<file path="config.mk">
export PLATFORM = sky130hd
export DESIGN_NAME = xflow_tracker
export DESIGN_NICKNAME = d
export VERILOG_FILES = /design/src/rtl/xflow_pkg.sv /design/src/rtl/xflow_match.sv /design/src/rtl/xflow_state.sv /design/src/rtl/xflow_auto.sv /design/src/rtl/xflow_tracker.sv
export SDC_FILE = /design/constraint.sdc
export NUM_CORES = 1
export LEC_CHECK = 0
export ABC_AREA = 1
export BUFFER_PORTS_ARGS = -buffer_cell sky130_fd_sc_hd__buf_2
export CORE_MARGIN = 3
export CORE_UTILIZATION = 52
export CTS_CLUSTER_SIZE = 16
export DETAILED_ROUTE_END_ITERATION = 6
export PLACE_DENSITY_LB_ADDON = 0.05
export SYNTH_ARGS = -nofsm -noshare
export SYNTH_HDL_FRONTEND = slang
export SYNTH_SLANG_ARGS = --single-unit
</file>
<file path="constraint.sdc">
create_clock -name clk -period 1.05 [get_ports clk]
set_input_delay 0.21 -clock clk [delete_from_list [all_inputs] [get_ports clk]]
set_output_delay 0.21 -clock clk [all_outputs]
set_load 0.02 [all_outputs]
</file>
<file path="src/rtl/xflow_pkg.sv">
package xflow_pkg;

  typedef enum logic [1:0] {
    FL_NORMAL    = 2'b00,
    FL_HALT_PEND = 2'b01,
    FL_REENABLED = 2'b10,
    FL_STOPPED   = 2'b11
  } flow_st_e;

  typedef enum logic [1:0] {
    CT_DATA   = 2'b00,
    CT_WAIT   = 2'b01,
    CT_XOFF_Q = 2'b10,
    CT_XON_Q  = 2'b11
  } char_ty_e;

  localparam logic [1:0] SENT_NONE = 2'b00;
  localparam logic [1:0] SENT_XON  = 2'b01;
  localparam logic [1:0] SENT_XOFF = 2'b10;

endpackage

</file>
<file path="src/rtl/xflow_match.sv">
module xflow_match #(
  parameter int          DATA_W   = 8,
  parameter logic [7:0]  XON_RST  = 8'h11,
  parameter logic [7:0]  XOFF_RST = 8'h13
) (
  input  logic              clk,
  input  logic              rst_n,
  input  logic              we_on,
  input  logic              we_off,
  input  logic [DATA_W-1:0] wdata,
  input  logic              rx_valid,
  input  logic [DATA_W-1:0] rx_data,
  output logic [DATA_W-1:0] on_val,
  output logic [DATA_W-1:0] off_val,
  output logic              hit_on,
  output logic              hit_off
);

  always_ff @(posedge clk or negedge rst_n) begin
    if (!rst_n) begin
      on_val  <= DATA_W'(XON_RST);
      off_val <= DATA_W'(XOFF_RST);
    end else begin
      if (we_on)  on_val  <= wdata;
      if (we_off) off_val <= wdata;
    end
  end

  always_comb begin
    hit_on  = rx_valid && (rx_data == on_val);
    hit_off = rx_valid && (rx_data == off_val);
  end

endmodule

</file>
<file path="src/rtl/xflow_state.sv">
module xflow_state
  import xflow_pkg::*;
(
  input  logic       clk,
  input  logic       rst_n,
  input  logic       hit_on,
  input  logic       hit_off,
  input  logic       stat_rd,
  input  logic       tx_char_done,
  input  logic       tx_busy,
  output flow_st_e   flow_st,
  output logic [1:0] rx_seen,
  output logic       evt
);

  flow_st_e   flow_nx;
  logic [1:0] seen_nx;
  logic       on_eff;
  logic       flow_en;
  logic       seen_en;

  always_comb begin
    on_eff  = hit_on & ~hit_off;
    flow_nx = flow_st;
    case (flow_st)
      FL_NORMAL:    if (hit_off) flow_nx = FL_HALT_PEND;
      FL_HALT_PEND: begin
        if (on_eff)                         flow_nx = FL_REENABLED;
        else if (tx_char_done || !tx_busy)  flow_nx = FL_STOPPED;
      end
      FL_STOPPED:   if (on_eff) flow_nx = FL_REENABLED;
      FL_REENABLED: begin
        if (hit_off)      flow_nx = FL_HALT_PEND;
        else if (stat_rd) flow_nx = FL_NORMAL;
      end
      default:      flow_nx = FL_NORMAL;
    endcase
    seen_nx = (stat_rd ? 2'b00 : rx_seen) | {hit_on, hit_off};
    flow_en = (flow_nx != flow_st);
    seen_en = stat_rd | hit_on | hit_off;
  end

  always_ff @(posedge clk or negedge rst_n) begin
    if (!rst_n) begin
      flow_st <= FL_NORMAL;
      rx_seen <= 2'b00;
      evt     <= 1'b0;
    end else begin
      if (flow_en) flow_st <= flow_nx;
      if (seen_en) rx_seen <= seen_nx;
      evt <= hit_on | hit_off;
    end
  end

  AST_STOP_FROM_PEND: assert property (@(posedge clk) disable iff (!rst_n)
    (flow_st == FL_STOPPED && $past(flow_st) != FL_STOPPED) |-> $past(flow_st) == FL_HALT_PEND);
  AST_REEN_FROM_HALT: assert property (@(posedge clk) disable iff (!rst_n)
    (flow_st == FL_REENABLED && $past(flow_st) != FL_REENABLED)
      |-> ($past(flow_st) == FL_HALT_PEND || $past(flow_st) == FL_STOPPED));
  AST_SEEN_HOLD: assert property (@(posedge clk) disable iff (!rst_n)
    (!stat_rd && !hit_on && !hit_off) |=> $stable(rx_seen));
  AST_EVT_AFTER_HIT: assert property (@(posedge clk) disable iff (!rst_n)
    evt |-> $past(hit_on || hit_off));

endmodule

</file>
<file path="src/rtl/xflow_auto.sv">
module xflow_auto
  import xflow_pkg::*;
(
  input  logic       clk,
  input  logic       rst_n,
  input  logic       auto_en,
  input  logic       near_full,
  input  logic       ctrl_sent,
  input  logic       bit_tick,
  input  logic       fifo_empty,
  output char_ty_e   ctype,
  output logic [1:0] last_sent
);

  char_ty_e   ct_nx;
  logic [1:0] last_nx;
  logic       ct_en;
  logic       last_en;

  always_comb begin
    ct_nx   = ctype;
    last_nx = last_sent;
    if (!auto_en) last_nx = SENT_NONE;
    case (ctype)
      CT_XOFF_Q, CT_XON_Q: begin
        if (!auto_en) begin
          ct_nx = CT_DATA;
        end else if (ctrl_sent) begin
          ct_nx   = CT_WAIT;
          last_nx = (ctype == CT_XOFF_Q) ? SENT_XOFF : SENT_XON;
        end
      end
      CT_WAIT: if (bit_tick && !fifo_empty) ct_nx = CT_DATA;
      default: begin
        if (auto_en) begin
          if (near_full && last_sent != SENT_XOFF)       ct_nx = CT_XOFF_Q;
          else if (!near_full && last_sent == SENT_XOFF) ct_nx = CT_XON_Q;
        end
      end
    endcase
    ct_en   = (ct_nx != ctype);
    last_en = (last_nx != last_sent);
  end

  always_ff @(posedge clk or negedge rst_n) begin
    if (!rst_n) begin
      ctype     <= CT_DATA;
      last_sent <= SENT_NONE;
    end else begin
      if (ct_en)   ctype     <= ct_nx;
      if (last_en) last_sent <= last_nx;
    end
  end

  AST_WAIT_AFTER_SENT: assert property (@(posedge clk) disable iff (!rst_n)
    (ctype == CT_WAIT && $past(ctype) != CT_WAIT) |-> $past(ctrl_sent));
  AST_LAST_LEGAL: assert property (@(posedge clk) disable iff (!rst_n)
    last_sent != 2'b11);
  AST_AUTO_OFF_CLEAR: assert property (@(posedge clk) disable iff (!rst_n)
    !auto_en |=> (last_sent == SENT_NONE && ctype != CT_XOFF_Q && ctype != CT_XON_Q));

endmodule

</file>
<file path="src/rtl/xflow_tracker.sv">
module xflow_tracker
  import xflow_pkg::*;
#(
  parameter int         DATA_W   = 8,
  parameter int         ADDR_W   = 2,
  parameter logic [7:0] XON_RST  = 8'h11,
  parameter logic [7:0] XOFF_RST = 8'h13
) (
  input  logic              clk,
  input  logic              rst_n,
  input  logic              rx_valid,
  input  logic [DATA_W-1:0] rx_data,
  input  logic              tx_busy,
  input  logic              tx_char_done,
  input  logic              tx_fifo_empty,
  input  logic              bit_tick,
  input  logic              ctrl_sent,
  input  logic              auto_en,
  input  logic              near_full,
  input  logic              reg_we,
  input  logic              reg_re,
  input  logic [ADDR_W-1:0] reg_addr,
  input  logic [DATA_W-1:0] reg_wdata,
  output logic [DATA_W-1:0] reg_rdata,
  output logic              tx_halt,
  output logic              ins_xon,
  output logic              ins_xoff,
  output logic              tx_data_ok,
  output logic              flow_event
);

  localparam logic [ADDR_W-1:0] A_ON   = ADDR_W'(0);
  localparam logic [ADDR_W-1:0] A_OFF  = ADDR_W'(1);
  localparam logic [ADDR_W-1:0] A_STAT = ADDR_W'(2);

  logic [1:0]        rst_sync;
  logic              rst_s_n;
  logic [DATA_W-1:0] on_val;
  logic [DATA_W-1:0] off_val;
  logic              hit_on;
  logic              hit_off;
  logic              stat_rd;
  flow_st_e          flow_st;
  logic [1:0]        rx_seen;
  char_ty_e          ctype;
  logic [1:0]        last_sent;
  logic [DATA_W-1:0] stat_word;

  always_ff @(posedge clk or negedge rst_n) begin
    if (!rst_n) rst_sync <= 2'b00;
    else        rst_sync <= {rst_sync[0], 1'b1};
  end
  assign rst_s_n = rst_sync[1];

  assign stat_rd = reg_re && (reg_addr == A_STAT);

  xflow_match #(.DATA_W(DATA_W), .XON_RST(XON_RST), .XOFF_RST(XOFF_RST)) u_match (
    .clk(clk), .rst_n(rst_s_n),
    .we_on(reg_we && reg_addr == A_ON), .we_off(reg_we && reg_addr == A_OFF),
    .wdata(reg_wdata), .rx_valid(rx_valid), .rx_data(rx_data),
    .on_val(on_val), .off_val(off_val), .hit_on(hit_on), .hit_off(hit_off)
  );

  xflow_state u_state (
    .clk(clk), .rst_n(rst_s_n), .hit_on(hit_on), .hit_off(hit_off),
    .stat_rd(stat_rd), .tx_char_done(tx_char_done), .tx_busy(tx_busy),
    .flow_st(flow_st), .rx_seen(rx_seen), .evt(flow_event)
  );

  xflow_auto u_auto (
    .clk(clk), .rst_n(rst_s_n), .auto_en(auto_en), .near_full(near_full),
    .ctrl_sent(ctrl_sent), .bit_tick(bit_tick), .fifo_empty(tx_fifo_empty),
    .ctype(ctype), .last_sent(last_sent)
  );

  always_comb begin
    stat_word      = '0;
    stat_word[7:0] = {rx_seen, last_sent, flow_st, ctype};
    case (reg_addr)
      A_ON:    reg_rdata = on_val;
      A_OFF:   reg_rdata = off_val;
      A_STAT:  reg_rdata = stat_word;
      default: reg_rdata = '0;
    endcase
    tx_halt    = (flow_st == FL_HALT_PEND) || (flow_st == FL_STOPPED);
    ins_xoff   = (ctype == CT_XOFF_Q);
    ins_xon    = (ctype == CT_XON_Q);
    tx_data_ok = !tx_halt && (ctype == CT_DATA);
  end

  AST_INSERT_FIRST: assert property (@(posedge clk) disable iff (!rst_s_n)
    (ins_xon || ins_xoff) |-> !tx_data_ok);
  AST_ONE_INSERT: assert property (@(posedge clk) disable iff (!rst_s_n)
    $onehot0({ins_xon, ins_xoff}));

endmodule

</file>
==> results by stage, run 1 <==
Status:
- The run finished, with violations left.
- The final reports fail on negative setup slack.

Die:
- Once the floorplan was initialized, standard cells occupied 57.5% of the core.
- The number of rows created at floorplan is 19.
- The height of the chip is 62.6 um.
- The die width is 62.6 um.
- 43 I/O pins were placed.
- The standard cell core area is 0.00290 mm2.
- The die area is 0.00392 mm2.

Finish:
- The final instance count without filler cells is 379.
- The area of all placed cells without fillers is 0.00262 mm2.
- The antenna diode count is 0.
- From synthesis to final layout, the design area changed by 56.9%.
- Of the cells placed in the final design, the portion with a size suffix greater than 1 is 51.0%.
- The share of the core filled with cells in the final layout is 90.2%.
- The count of nets after finishing is 368.

Setup path:
- The arrival time at the worst endpoint is 1.76 ns.
- The worst setup path is captured at a register.
- The worst setup path is launched from a register.
- At the worst endpoint, the required time is 1.33 ns.
- The critical path class is register to register.
- The setup check on the worst reg-to-reg path leaves a slack of -0.43 ns.
- The peak fanout along the critical path is 3.

GRT:
- The initial antenna violation count is 0.
- The overall overflow remaining after global route is 0.
- The via count of the first global-routing pass is 1894.
- The wire length of the first global-routing pass is 8230 um.
- The maximum number of pins on one net before global-route repair is 17.
- The total track usage is 26.1%.

Drt:
- For this block, the routed nets add up to 5610 um of wire.
- The routed layout has 1993 vias.
- In this run, the number of DRC markers left after iteration 0 of detailed routing was 201.
- The first-pass iteration count of the detailed router is 5.
- The antenna violation net count after detailed routing is 0.
- The final routed wire length divided by cell count is 14.8 um.
- The remaining routing DRC violations is 0.
- The ratio of routed vias to standard cells is 5.26.

Pwr:
- The net switching fraction of the power is 38.6%.
- In this run the static leakage power is 1.44 nW.
- The ratio of total power to cell area is 1470 mW/mm2.
- The total power is 3.84 mW.
- The power dissipated by switching net loads is 1.48 mW.
- The portion of total power attributed to sequential cells is 36.1%.
- The worst-case IR drop observed on VDD is 1.13 mV.
- Combinational logic is responsible for 51.7% of the overall power.
- The clock network fraction of total power is 12.2%.
- The internal cell power is 2.36 mW.

Logic synthesis:
- The number of nets produced by synthesis is 269.
- The largest family of logic cells by synthesized area is simple AND/OR/NAND/NOR gates.
- Of the total synthesized cell area, the portion taken by XOR and XNOR cells is 0%.
- The number of warnings reported in the yosys synthesis log is 0.
- After synthesis the cells add up to 0.00167 mm2.
- Of the synthesized area, sequential elements account for 40.9%.
- Summing the areas of all fa, ha and maj instances in the mapped netlist gives 0% of the synthesized area.
- The post-synthesis sequential element count is 27.
- The average instance in the mapped netlist occupies 6.97 um2.
- Yosys mapped the design onto 27 distinct sky130hd cell types.
- Summing the areas of all compound-gate instances in the mapped netlist gives 15.5% of the synthesized area.
- Of the total synthesized cell area, the portion taken by AND, OR, NAND and NOR gates is 30.8%.
- Synthesis produced a netlist whose cell count is 239.
- After synthesis, the share of cell area in mux cells is 0%.

Timing:
- After layout, the minimum clock period comes to 1.48 ns.
- The highest achievable clock rate is 676 MHz.
- The period utilization is 141%.
- Setup violations remaining at the end of the flow were counted as 19.
- The count of final hold-check violations is 0.
- Across the routed clock network, the largest skew measured is 0.00438 ns.
- After layout, the worst setup slack is -0.429 ns.
- The number of pins with negative max-slew slack in the final report is 0.
- Setup repair after global routing could not meet its margin everywhere.

Clock network:
- The clock latency on the worst-skew pair is 0.33 ns.
- In this run the number of H-tree levels came out at 1.
- TritonCTS built the clock tree.
- The number of buffers inserted during clock tree synthesis is 3.
- The clock sink count is 27.
- Counting along the longest clock path gives a buffer depth of 2.
- The post-CTS clock slew at the launch and capture registers of the worst setup and hold paths is 0.15 ns.
- The cell sitting at the root of the clock tree is a sky130_fd_sc_hd__clkbuf_4.

Worst hold path:
- In this run the worst hold path is classified as input port to register.

Placement:
- The standard cell area after detailed placement is 0.00216 mm2.
- The post-DP HPWL is 3270 um.
- The number of port buffers is 42.
- The minimum setup slack after placement is -0.263 ns.
- The congestion estimate from routability-driven global placement came to 0.869.
- The cell count after placement is 347.

Run:
- The number of maximum-capacitance constraint violations is 0.
critical path, cell delays in order (launching register included):
cell and delay [ns]:
sky130_fd_sc_hd__dfstp_2 0.58, sky130_fd_sc_hd__buf_4 0.12, sky130_fd_sc_hd__inv_1 0.03, sky130_fd_sc_hd__nand2_1 0.07, sky130_fd_sc_hd__nand2_1 0.06, sky130_fd_sc_hd__nor2_1 0.09
sky130_fd_sc_hd__nand2_1 0.11, sky130_fd_sc_hd__nor2_4 0.14, sky130_fd_sc_hd__nand2_1 0.08, sky130_fd_sc_hd__nand2_1 0.06, sky130_fd_sc_hd__nand2_1 0.05, sky130_fd_sc_hd__inv_1 0.05
Yosys cell counts:
cell type                  count  area, um2
sky130_fd_sc_hd__a21oi_1       5       25.0
sky130_fd_sc_hd__nand2_2       5       31.3
sky130_fd_sc_hd__nor2_1       12       45.0
sky130_fd_sc_hd__inv_1        45        169
sky130_fd_sc_hd__clkbuf_1      1       3.75
sky130_fd_sc_hd__nor2_2        3       18.8
sky130_fd_sc_hd__o211ai_1      4       30.0
sky130_fd_sc_hd__dfstp_2       5        131
sky130_fd_sc_hd__nand3_2       1       10.0
sky130_fd_sc_hd__nor3_2        1       10.0
sky130_fd_sc_hd__conb_1        1       3.75
sky130_fd_sc_hd__o21bai_1      1       7.51
sky130_fd_sc_hd__dfrtp_1      22        551
sky130_fd_sc_hd__nand2_1      91        342
sky130_fd_sc_hd__nand3_1       3       15.0
sky130_fd_sc_hd__nor3_1        1       5.00
sky130_fd_sc_hd__a21boi_0      1       7.51
sky130_fd_sc_hd__inv_2         4       15.0
sky130_fd_sc_hd__a311oi_1      1       8.76
sky130_fd_sc_hd__o21ai_0       4       20.0
sky130_fd_sc_hd__nor2_4        2       22.5
sky130_fd_sc_hd__o221ai_1      5       43.8
sky130_fd_sc_hd__o21ai_2       8       70.1
sky130_fd_sc_hd__buf_6         2       22.5
sky130_fd_sc_hd__nand4_1       1       6.26
sky130_fd_sc_hd__o21ai_1       9       45.0
sky130_fd_sc_hd__nor3b_1       1       7.51
cell families (layout without fill, tap and decap cells):
logic type | count (synthesis) | after routing
and+or+nand+nor | 121 | 121
DFF | 27 | 27
other | 1 | 1
AOI/OAI and AO/OA | 38 | 38
buffers and inverters | 52 | 150
placed cells by master, fill, tap and decap left out, types with 4 or more instances in the layout:
cell | Yosys | routed
sky130_fd_sc_hd__buf_4 | 0 | 47
sky130_fd_sc_hd__o221ai_2 | 0 | 4
sky130_fd_sc_hd__o21ai_2 | 8 | 10
sky130_fd_sc_hd__nand2_1 | 91 | 73
sky130_fd_sc_hd__buf_6 | 2 | 19
sky130_fd_sc_hd__nor2_4 | 2 | 4
sky130_fd_sc_hd__dfstp_2 | 5 | 5
sky130_fd_sc_hd__inv_1 | 45 | 32
sky130_fd_sc_hd__nand2_2 | 5 | 18
sky130_fd_sc_hd__o21ai_1 | 9 | 9
sky130_fd_sc_hd__nor2_1 | 12 | 10
sky130_fd_sc_hd__buf_2 | 0 | 29
sky130_fd_sc_hd__dfrtp_1 | 22 | 22
sky130_fd_sc_hd__nand2_4 | 0 | 5
sky130_fd_sc_hd__o211ai_1 | 4 | 4
sky130_fd_sc_hd__inv_2 | 4 | 17
sequential cells by signal, indices dropped and copies added (netlist names):
| name | flops |
|---|---|
| rst_sync | 2 |
| u_auto.ctype | 2 |
| u_auto.last_sent | 2 |
| u_match.off_val | 8 |
| u_match.on_val | 8 |
| u_state.evt | 1 |
| u_state.flow_st | 2 |
| u_state.rx_seen | 2 |
cell type report:
class | count | area [um2]
tap | 42 | 52.6
fill | 141 | 285
clock buffer | 4 | 26.3
sequential | 27 | 682
inverter | 49 | 184
timing repair buffer | 97 | 742
multi-input combinational | 160 | 928
per-layer routing:
metal	part of all wire, %	wire (um)	global-route usage, %	vias up
li1	-	-	-	934
met1	39	2180	31.9	898
met2	48	2710	47.4	129
met3	8.1	453	3.42	32
met4	4.8	267	8.26	0
met5	0	0	0	-
metrics by stage:
| step | hold WS, ns | setup TNS (ns) |
|---|---|---|
| 3_3_place_gp | -0.00494 | -2.71 |
| 2_1_floorplan | -0.0856 | -0.411 |
| 6_report | 0.0854 | -5.97 |
| 3_5_place_dp | -0.00304 | -3.26 |
| 5_1_grt | 0.0944 | -7.51 |
| 4_1_cts | 0.0859 | -5.42 |
what timing repair did:
action / 4_1_cts / 5_1_grt
pin swaps: 9 / 6
gates resized for setup: 45 / 32
endpoints found under the hold margin: 2 / 0
setup buffers: 22 / 7
gates cloned: 0 / 0
hold buffers: 1 / 0
endpoints found under the setup margin: 18 / 22
path summary, 6_finish.rpt:
path / startpoint / to / cells past startpoint
min in group asynchronous: rst_n / rst_sync[0]$_DFF_PN0_ / 2
min reg2reg: rst_sync[1]$_DFF_PN0_ / u_match.off_val[5]$_DFFE_PN0P_ / 1
max: u_match.on_val[4]$_DFFE_PN1P_ / u_state.flow_st[1]$_DFFE_PN0P_ / 11
min: reg_wdata[0] / u_match.off_val[0]$_DFFE_PN1P_ / 3
max in group asynchronous: rst_sync[1]$_DFF_PN0_ / u_match.on_val[4]$_DFFE_PN1P_ / 1
max reg2reg: u_match.on_val[4]$_DFFE_PN1P_ / u_state.flow_st[1]$_DFFE_PN0P_ / 11
power by group through the flow:
stage | registers (mW) | clock network, mW | logic [mW]
final | 1.39 | 0.467 | 1.99
after global routing | 1.41 | 0.507 | 2.14
after CTS | 1.37 | 0.462 | 1.73
after detailed placement | 1.39 | 0 | 1.27
after global placement | 1.38 | 0 | 1.25
after floorplan | 1.40 | 0 | 0.741
(Power assumes the default switching activity.)
==> run 2, diff against run 1 <==
--- a/config.mk
+++ b/config.mk
@@ -7,7 +7,7 @@
 export LEC_CHECK = 0
 export ABC_AREA = 1
 export BUFFER_PORTS_ARGS = -buffer_cell sky130_fd_sc_hd__buf_2
-export CORE_MARGIN = 3
+export CORE_MARGIN = 2
 export CORE_UTILIZATION = 52
 export CTS_CLUSTER_SIZE = 16
 export DETAILED_ROUTE_END_ITERATION = 6
==> results by stage, run 2 (synthesis results as in run 1) <==
Finish:
- The library cells used most frequently in the layout, excluding fill and tap cells, are sky130_fd_sc_hd__nand2_1, sky130_fd_sc_hd__inv_1, sky130_fd_sc_hd__buf_2, sky130_fd_sc_hd__buf_4, sky130_fd_sc_hd__dfrtp_1.
- The number of antenna diodes in the final layout is 0.
- The area added between synthesis and finish is 49.1%.
- The share of post-route cells with drive strength above 1 is 44.9%.
- The library cell used most frequently in the layout, excluding fill and tap cells, is sky130_fd_sc_hd__nand2_1.
- The largest registers in the layout are u_match.off_val: 8 flops, u_match.on_val: 8 flops.
- The count of nets after finishing is 352.

Setup path:
- In this run the worst path has a maximum fanout of 2.
- The critical path starts at u_match.off_val[1]$_DFFE_PN1P_.
- The worst setup path is launched from a register.
- For the worst setup path, the data required time is 0.84 ns.
- The startpoint of the most critical register-to-register path is u_match.off_val[1]$_DFFE_PN1P_.
- Following the worst setup path forward leads to its endpoint at reg_rdata[1].
- The arrival time at the worst endpoint is 1.34 ns.
- The critical path class is register to output pin.
- The number of cell instances on the worst register-to-register path is 12.
- The worst register-to-register path ends at u_state.flow_st[1]$_DFFE_PN0P_.
- The worst-case register-to-register setup slack is -0.37 ns.
- The endpoint type of the worst setup path is an output pin.

Timing:
- The count of final hold-check violations was 0.
- Setup slack on the critical path of the routed design comes to -0.504 ns.
- The number of pins with negative max-slew slack in the final report is 0.
- On the final layout, the worst hold slack is 0.0927 ns.
- The setup clock skew after layout is 0.00327 ns.
- The number of setup violations in the final report is 19.
- Setup repair after global routing could not meet its margin everywhere.
- Static timing analysis puts the maximum clock frequency at 643 MHz.
- The period utilization is 148%.
- The final critical path time including I/O delays and setup is 1.55 ns.

Pwr:
- The clock network is responsible for 12.7% of the overall power.
- Sequential cells account for 37.8% of the total power.
- The internal cell power is 2.29 mW.
- The net switching fraction of the power is 37.4%.
- The worst-case IR drop observed on VDD is 0.970 mV.
- The leakage power of the design is 1.36 nW.
- The ratio of total power to cell area is 1470 mW/mm2.
- For this design the total switching power over the nets is 1.37 mW.
- Combinational cells account for 49.5% of the total power.

Clock network:
- The clock latency on the worst-skew pair is 0.33 ns.
- The cell chosen for the clock root is sky130_fd_sc_hd__clkbuf_4.
- Clock-pin slew was measured on the worst setup and hold paths at 0.14 ns.
- Counting along the longest clock path gives a buffer depth of 2.
- CTS built an H-tree with a depth of 1.
- The clock sink count is 27.
- Buffers inserted during clock tree synthesis total 3.
- The clock tree from TritonCTS is built.

Placement:
- Before CTS, the worst setup slack after placement is -0.251 ns.
- The post-DP HPWL is 3180 um.
- The count of buffers added on input and output ports is 42.
- Routability-driven placement finished with a final weighted congestion of 0.859.

Die:
- The count of pins on the block boundary is 43.
- The die area is 0.00367 mm2.
- The floorplan step set the die height to 60.6 um.
- After floorplanning, the core was divided into 20 placement rows.
- The standard cell core area is 0.00305 mm2.
- Once the floorplan was initialized, standard cells occupied 54.6% of the core.
- The die width is 60.6 um.

GRT:
- The first global-routing pass estimated 6920 um of wire.
- The via count of the first global-routing pass was 1635.
- The maximum number of pins on one net before global-route repair is 26.
- In the global route stage, overall resource usage came out at 25.3%.
- After global routing the overflow that remains totals 0.
- The initial antenna violation count came to 0.

Drt:
- Summing over every cut layer, the via total after detailed routing is 1811.
- The final routed wire length divided by cell count is 12.3 um.
- The first-pass iteration count of the detailed router is 4.
- The ratio of routed vias to standard cells is 4.96.
- In the routed design, unresolved DRC markers number 0.
- The detail route stage leaves a number of antenna-violating nets equal to 0.
- The first routing iteration left 67 violations.
- The total detailed-routing wirelength is 4480 um.

Status:
- The checks that failed: negative setup slack.
- The flow ran to the end, but the final reports show violations.

Worst hold path:
- The class of the tightest hold or removal check is input port to register.

Run:
- The number of maximum-capacitance constraint violations is 0.
## run 2: worst min path at each step
stage                       from  cells after the start                             end
CTS                 reg_wdata[1]                      3  u_match.off_val[1]$_DFFE_PN1P_
global placement           rst_n                      1           rst_sync[1]$_DFF_PN0_
detailed placement         rst_n                      1           rst_sync[1]$_DFF_PN0_
global route        reg_wdata[1]                      3  u_match.off_val[1]$_DFFE_PN1P_
floorplan                  rst_n                      0           rst_sync[0]$_DFF_PN0_
finish              reg_wdata[1]                      3  u_match.off_val[1]$_DFFE_PN1P_
## run 2: final cells by class
type | instances | area (um2)
tap | 44 | 55.1
timing repair buffer | 81 | 629
multi-input combinational | 160 | 908
fill | 231 | 568
sequential | 27 | 682
inverter | 49 | 184
clock buffer | 4 | 26.3
## run 2: power by group through the flow
stage / clock [mW] / sequential [mW] / combinational, mW
5_1_grt: 0.523 / 1.40 / 1.97
4_1_cts: 0.475 / 1.38 / 1.62
3_5_place_dp: 0 / 1.40 / 1.25
6_report: 0.466 / 1.38 / 1.81
3_3_place_gp: 0 / 1.38 / 1.23
2_1_floorplan: 0 / 1.40 / 0.741
## run 2: routing by layer
metal	vias up	global-route usage, %	wire [um]
met1	840	31.4	1830
met5	-	0	0
li1	898	-	-
met2	64	45.0	2340
met3	9	4.26	238
met4	0	7.45	63
## run 2: repair_timing
action	CTS	global route
gates resized for setup	40	27
endpoints found under the hold margin	2	0
setup buffers	14	4
hold buffers	1	0
pin swaps	12	7
endpoints found under the setup margin	18	22
## run 2: critical path, stage by stage (launching register included)
cell and delay (ns):
sky130_fd_sc_hd__dfstp_2 0.57, sky130_fd_sc_hd__inv_2 0.04, sky130_fd_sc_hd__buf_6 0.11, sky130_fd_sc_hd__o221ai_4 0.14, sky130_fd_sc_hd__buf_6 0.15
## run 2: stage by stage
stage / area, um2 / utilization, % / setup TNS [ns] / std cells / total power [mW]
2_1_floorplan: 1710 / - / -0.411 / 239 / 2.14
3_3_place_gp: 2140 / 70.0 / -2.88 / 345 / 2.62
3_5_place_dp: 2140 / 70.0 / -3.25 / 345 / 2.65
4_1_cts: 2380 / 78.1 / -5.84 / 363 / 3.47
5_1_grt: 2480 / 81.4 / -7.02 / 365 / 3.90
6_report: 2480 / 81.4 / -5.89 / 365 / 3.66
==> run 3, diff against run 2 <==
--- a/config.mk
+++ b/config.mk
@@ -7,6 +7,7 @@
 export LEC_CHECK = 0
 export ABC_AREA = 1
 export BUFFER_PORTS_ARGS = -buffer_cell sky130_fd_sc_hd__buf_2
+export CORE_ASPECT_RATIO = 0.7
 export CORE_MARGIN = 2
 export CORE_UTILIZATION = 52
 export CTS_CLUSTER_SIZE = 16
==> results by stage, run 3 (synthesis results as in run 1) <==
Finish:
- The area added between synthesis and finish is 53.4%.
- The library cell used most frequently in the layout, excluding fill and tap cells, is sky130_fd_sc_hd__nand2_1.
- The share of post-route cells with drive strength above 1 is 48.6%.
- The filler cells instantiated in the layout total 207.
- For this run, the number of standard cells in the final layout without fillers is 369.
- Registers take 682 um2.
- Summing all multi-input logic gate instances after layout gives 913 um2.
- The net count of the finished layout is 362.
- The antenna diode count is 0.
- Measured on the finished design, the core utilization comes to 82.3%.
- The largest registers in the layout are u_match.off_val: 8 flops, u_match.on_val: 8 flops.
- The library cells used most frequently in the layout, excluding fill and tap cells, are sky130_fd_sc_hd__nand2_1, sky130_fd_sc_hd__buf_4, sky130_fd_sc_hd__inv_1, sky130_fd_sc_hd__buf_2, sky130_fd_sc_hd__dfrtp_1.

GRT:
- The wire length of the first global-routing pass is 7580 um.
- For this run, global-route usage on met3 was measured as 5.33%.
- For met2 alone, demand over resource in global routing was 46.5%.
- For met1 alone, demand over resource in global routing was 36.5%.
- The via count of the first global-routing pass is 1685.
- Entering global routing, the biggest net connects 26 pins.
- The global routing's busiest layer is met2.
- The initial antenna violation count is 0.
- After global routing the overflow that remains totals 0.
- The total track usage is 27.3%.

Status:
- The final reports fail on negative setup slack.
- The flow ran to the end, but the final reports show violations.

Die:
- The height of the chip is 51.4 um.
- The starting density of the core is 53.7%.
- After floorplanning, the core was sized to cover 0.00311 mm2.
- The number of rows created at floorplan is 17.
- 43 I/O pins were placed.
- The die area is 0.00368 mm2.
- The die is 71.7 um wide.

Clock network:
- The number of buffers inserted during clock tree synthesis is 3.
- The clock sink count is 27.
- The tree is rooted in a sky130_fd_sc_hd__clkbuf_8.
- Clock-pin slew was measured on the worst setup and hold paths at 0.09 ns.
- CTS built an H-tree with a depth of 1.
- The later pin in the worst-skew pair is clocked with a latency of 0.28 ns.
- The longest clock path from root to sink contains 2 buffers.
- TritonCTS built the clock tree.

Timing:
- The count of final hold-check violations was 0.
- The post-layout worst setup margin is -0.399 ns.
- Setup repair after global routing could not meet its margin everywhere.
- The setup clock skew after layout is 0.00204 ns.
- Setup violations remaining at the end of the flow were counted as 19.
- The number of pins with negative max-slew slack in the final report is 0.
- The highest achievable clock rate is 690 MHz.
- The period utilization is 138%.
- The final critical path time including I/O delays and setup is 1.45 ns.

Drt:
- The DRC marker count from the first detailed-route iteration is 101.
- The antenna violation net count after detailed routing is 0.
- Detailed routing inserted a total of 1840 vias.
- Wires add up to 4750 um.
- The first-pass iteration count of the detailed router is 4.
- Dividing the detail-routed via count by the number of cells gives 4.99.
- After detailed routing, the average wire length per cell comes to 12.9 um.
- For this run, design rule violations remaining after detail routing come to 0.

Pwr:
- Power spread over the standard cell area amounts to 1500 mW/mm2.
- The highest ir drop seen on vdd is 1.02 mV.
- Summed over all cells, the static leakage comes to 1.41 nW.

Setup path:
- Counting cells, the worst reg-to-reg path comes to 8.
- The arrival time at the worst endpoint is 1.24 ns.
- In this run the worst path has a maximum fanout of 4.
- The required time of the critical path is 0.84 ns.
- The worst setup path is captured at an output pin.
- By startpoint and endpoint, the worst setup path is classified as register to output pin.
- The worst-case register-to-register setup slack is -0.31 ns.
- The endpoint of the lowest-slack register-to-register path is u_state.flow_st[1]$_DFFE_PN0P_.
- The startpoint identified for the worst register-to-register timing path is u_match.off_val[0]$_DFFE_PN1P_.
- STA classifies the critical path startpoint as a register.

Placement:
- In this run, placement finished with an instance count of 343.
- The number of port buffers is 42.
- At the end of routability-driven placement, the weighted congestion stood at 0.903.
- The post-DP HPWL is 3150 um.

Worst hold path:
- The terminating pin of the worst hold path is u_match.off_val[0]$_DFFE_PN1P_.
- The worst hold path was traced through 3 stages.
- The worst hold path begins at reg_wdata[0].
- The class of the tightest hold or removal check is input port to register.

Run:
- The number of maximum-capacitance constraint violations is 0.
run 3: cell count changes in the layout (fill, tap and decap cells not counted), moves of 2 or more:
cell | before | now
sky130_fd_sc_hd__buf_4 | 29 | 44
sky130_fd_sc_hd__buf_6 | 21 | 15
sky130_fd_sc_hd__clkbuf_4 | 3 | 0
sky130_fd_sc_hd__clkbuf_8 | 0 | 3
sky130_fd_sc_hd__inv_1 | 35 | 33
sky130_fd_sc_hd__inv_2 | 14 | 16
sky130_fd_sc_hd__nand2_1 | 81 | 79
sky130_fd_sc_hd__nand2_2 | 11 | 13
sky130_fd_sc_hd__o221ai_2 | 2 | 4
run 3: how the worst max path moves through the flow:
stage / slack, ns / cells past startpoint / to / startpoint
floorplan: -0.15 / 11 / u_state.flow_st[1]$_DFFE_PN0P_ / u_match.off_val[1]$_DFFE_PN1P_
global placement: -0.24 / 6 / reg_rdata[7] / reg_addr[0]
detailed placement: -0.25 / 6 / reg_rdata[7] / reg_addr[0]
CTS: -0.37 / 3 / reg_rdata[4] / u_match.off_val[4]$_DFFE_PN1P_
global route: -0.42 / 4 / reg_rdata[6] / u_match.on_val[6]$_DFFE_PN0P_
finish: -0.40 / 4 / reg_rdata[6] / u_match.on_val[6]$_DFFE_PN0P_
run 3: power breakdown:
group / internal (mW) / total [mW] / switching, mW
logic: 0.914 / 1.84 / 0.928
clock network: 0.279 / 0.622 / 0.343
registers: 1.23 / 1.38 / 0.154
run 3: worst max-delay path, stage by stage (launching register included):
cell,delay (ns)
sky130_fd_sc_hd__dfrtp_1,0.43
sky130_fd_sc_hd__buf_4,0.15
sky130_fd_sc_hd__nand2_1,0.08
sky130_fd_sc_hd__o211ai_1,0.12
sky130_fd_sc_hd__buf_4,0.19
run 3: timing repair:
action	CTS	global route
endpoints found under the setup margin	17	21
pin swaps	18	12
hold buffers	1	0
resized for setup	41	24
hold endpoints to repair	2	0
setup buffers	15	8
run 3: layout make-up:
type / instances / share of cell area (%)
Clock buffer: 3 / 1.62
Clock inverter: 1 / 0.343
Inverter: 49 / 7.20
Multi-Input combinational cell: 160 / 35.7
Sequential cell: 27 / 26.7
Tap cell: 38 / 1.86
Timing Repair Buffer: 91 / 26.6
run 3: metal layers:
metal,up-vias,wire [um]
met3,8,271
met5,-,0
met4,0,38
met2,60,2250
met1,849,2180
li1,923,-
run 3: stage by stage:
stage | hold slack, ns | power (mW) | setup slack, ns | TNS (ns) | area [um2]
6_report | 0.145 | 3.85 | -0.399 | -4.63 | 2560
5_1_grt | 0.150 | 4.07 | -0.422 | -5.56 | 2560
4_1_cts | 0.142 | 3.66 | -0.367 | -4.48 | 2450
3_5_place_dp | -0.00359 | 2.66 | -0.255 | -3.17 | 2160
3_3_place_gp | -0.00435 | 2.63 | -0.239 | -2.78 | 2160
2_1_floorplan | -0.0856 | 2.14 | -0.151 | -0.411 | 1710
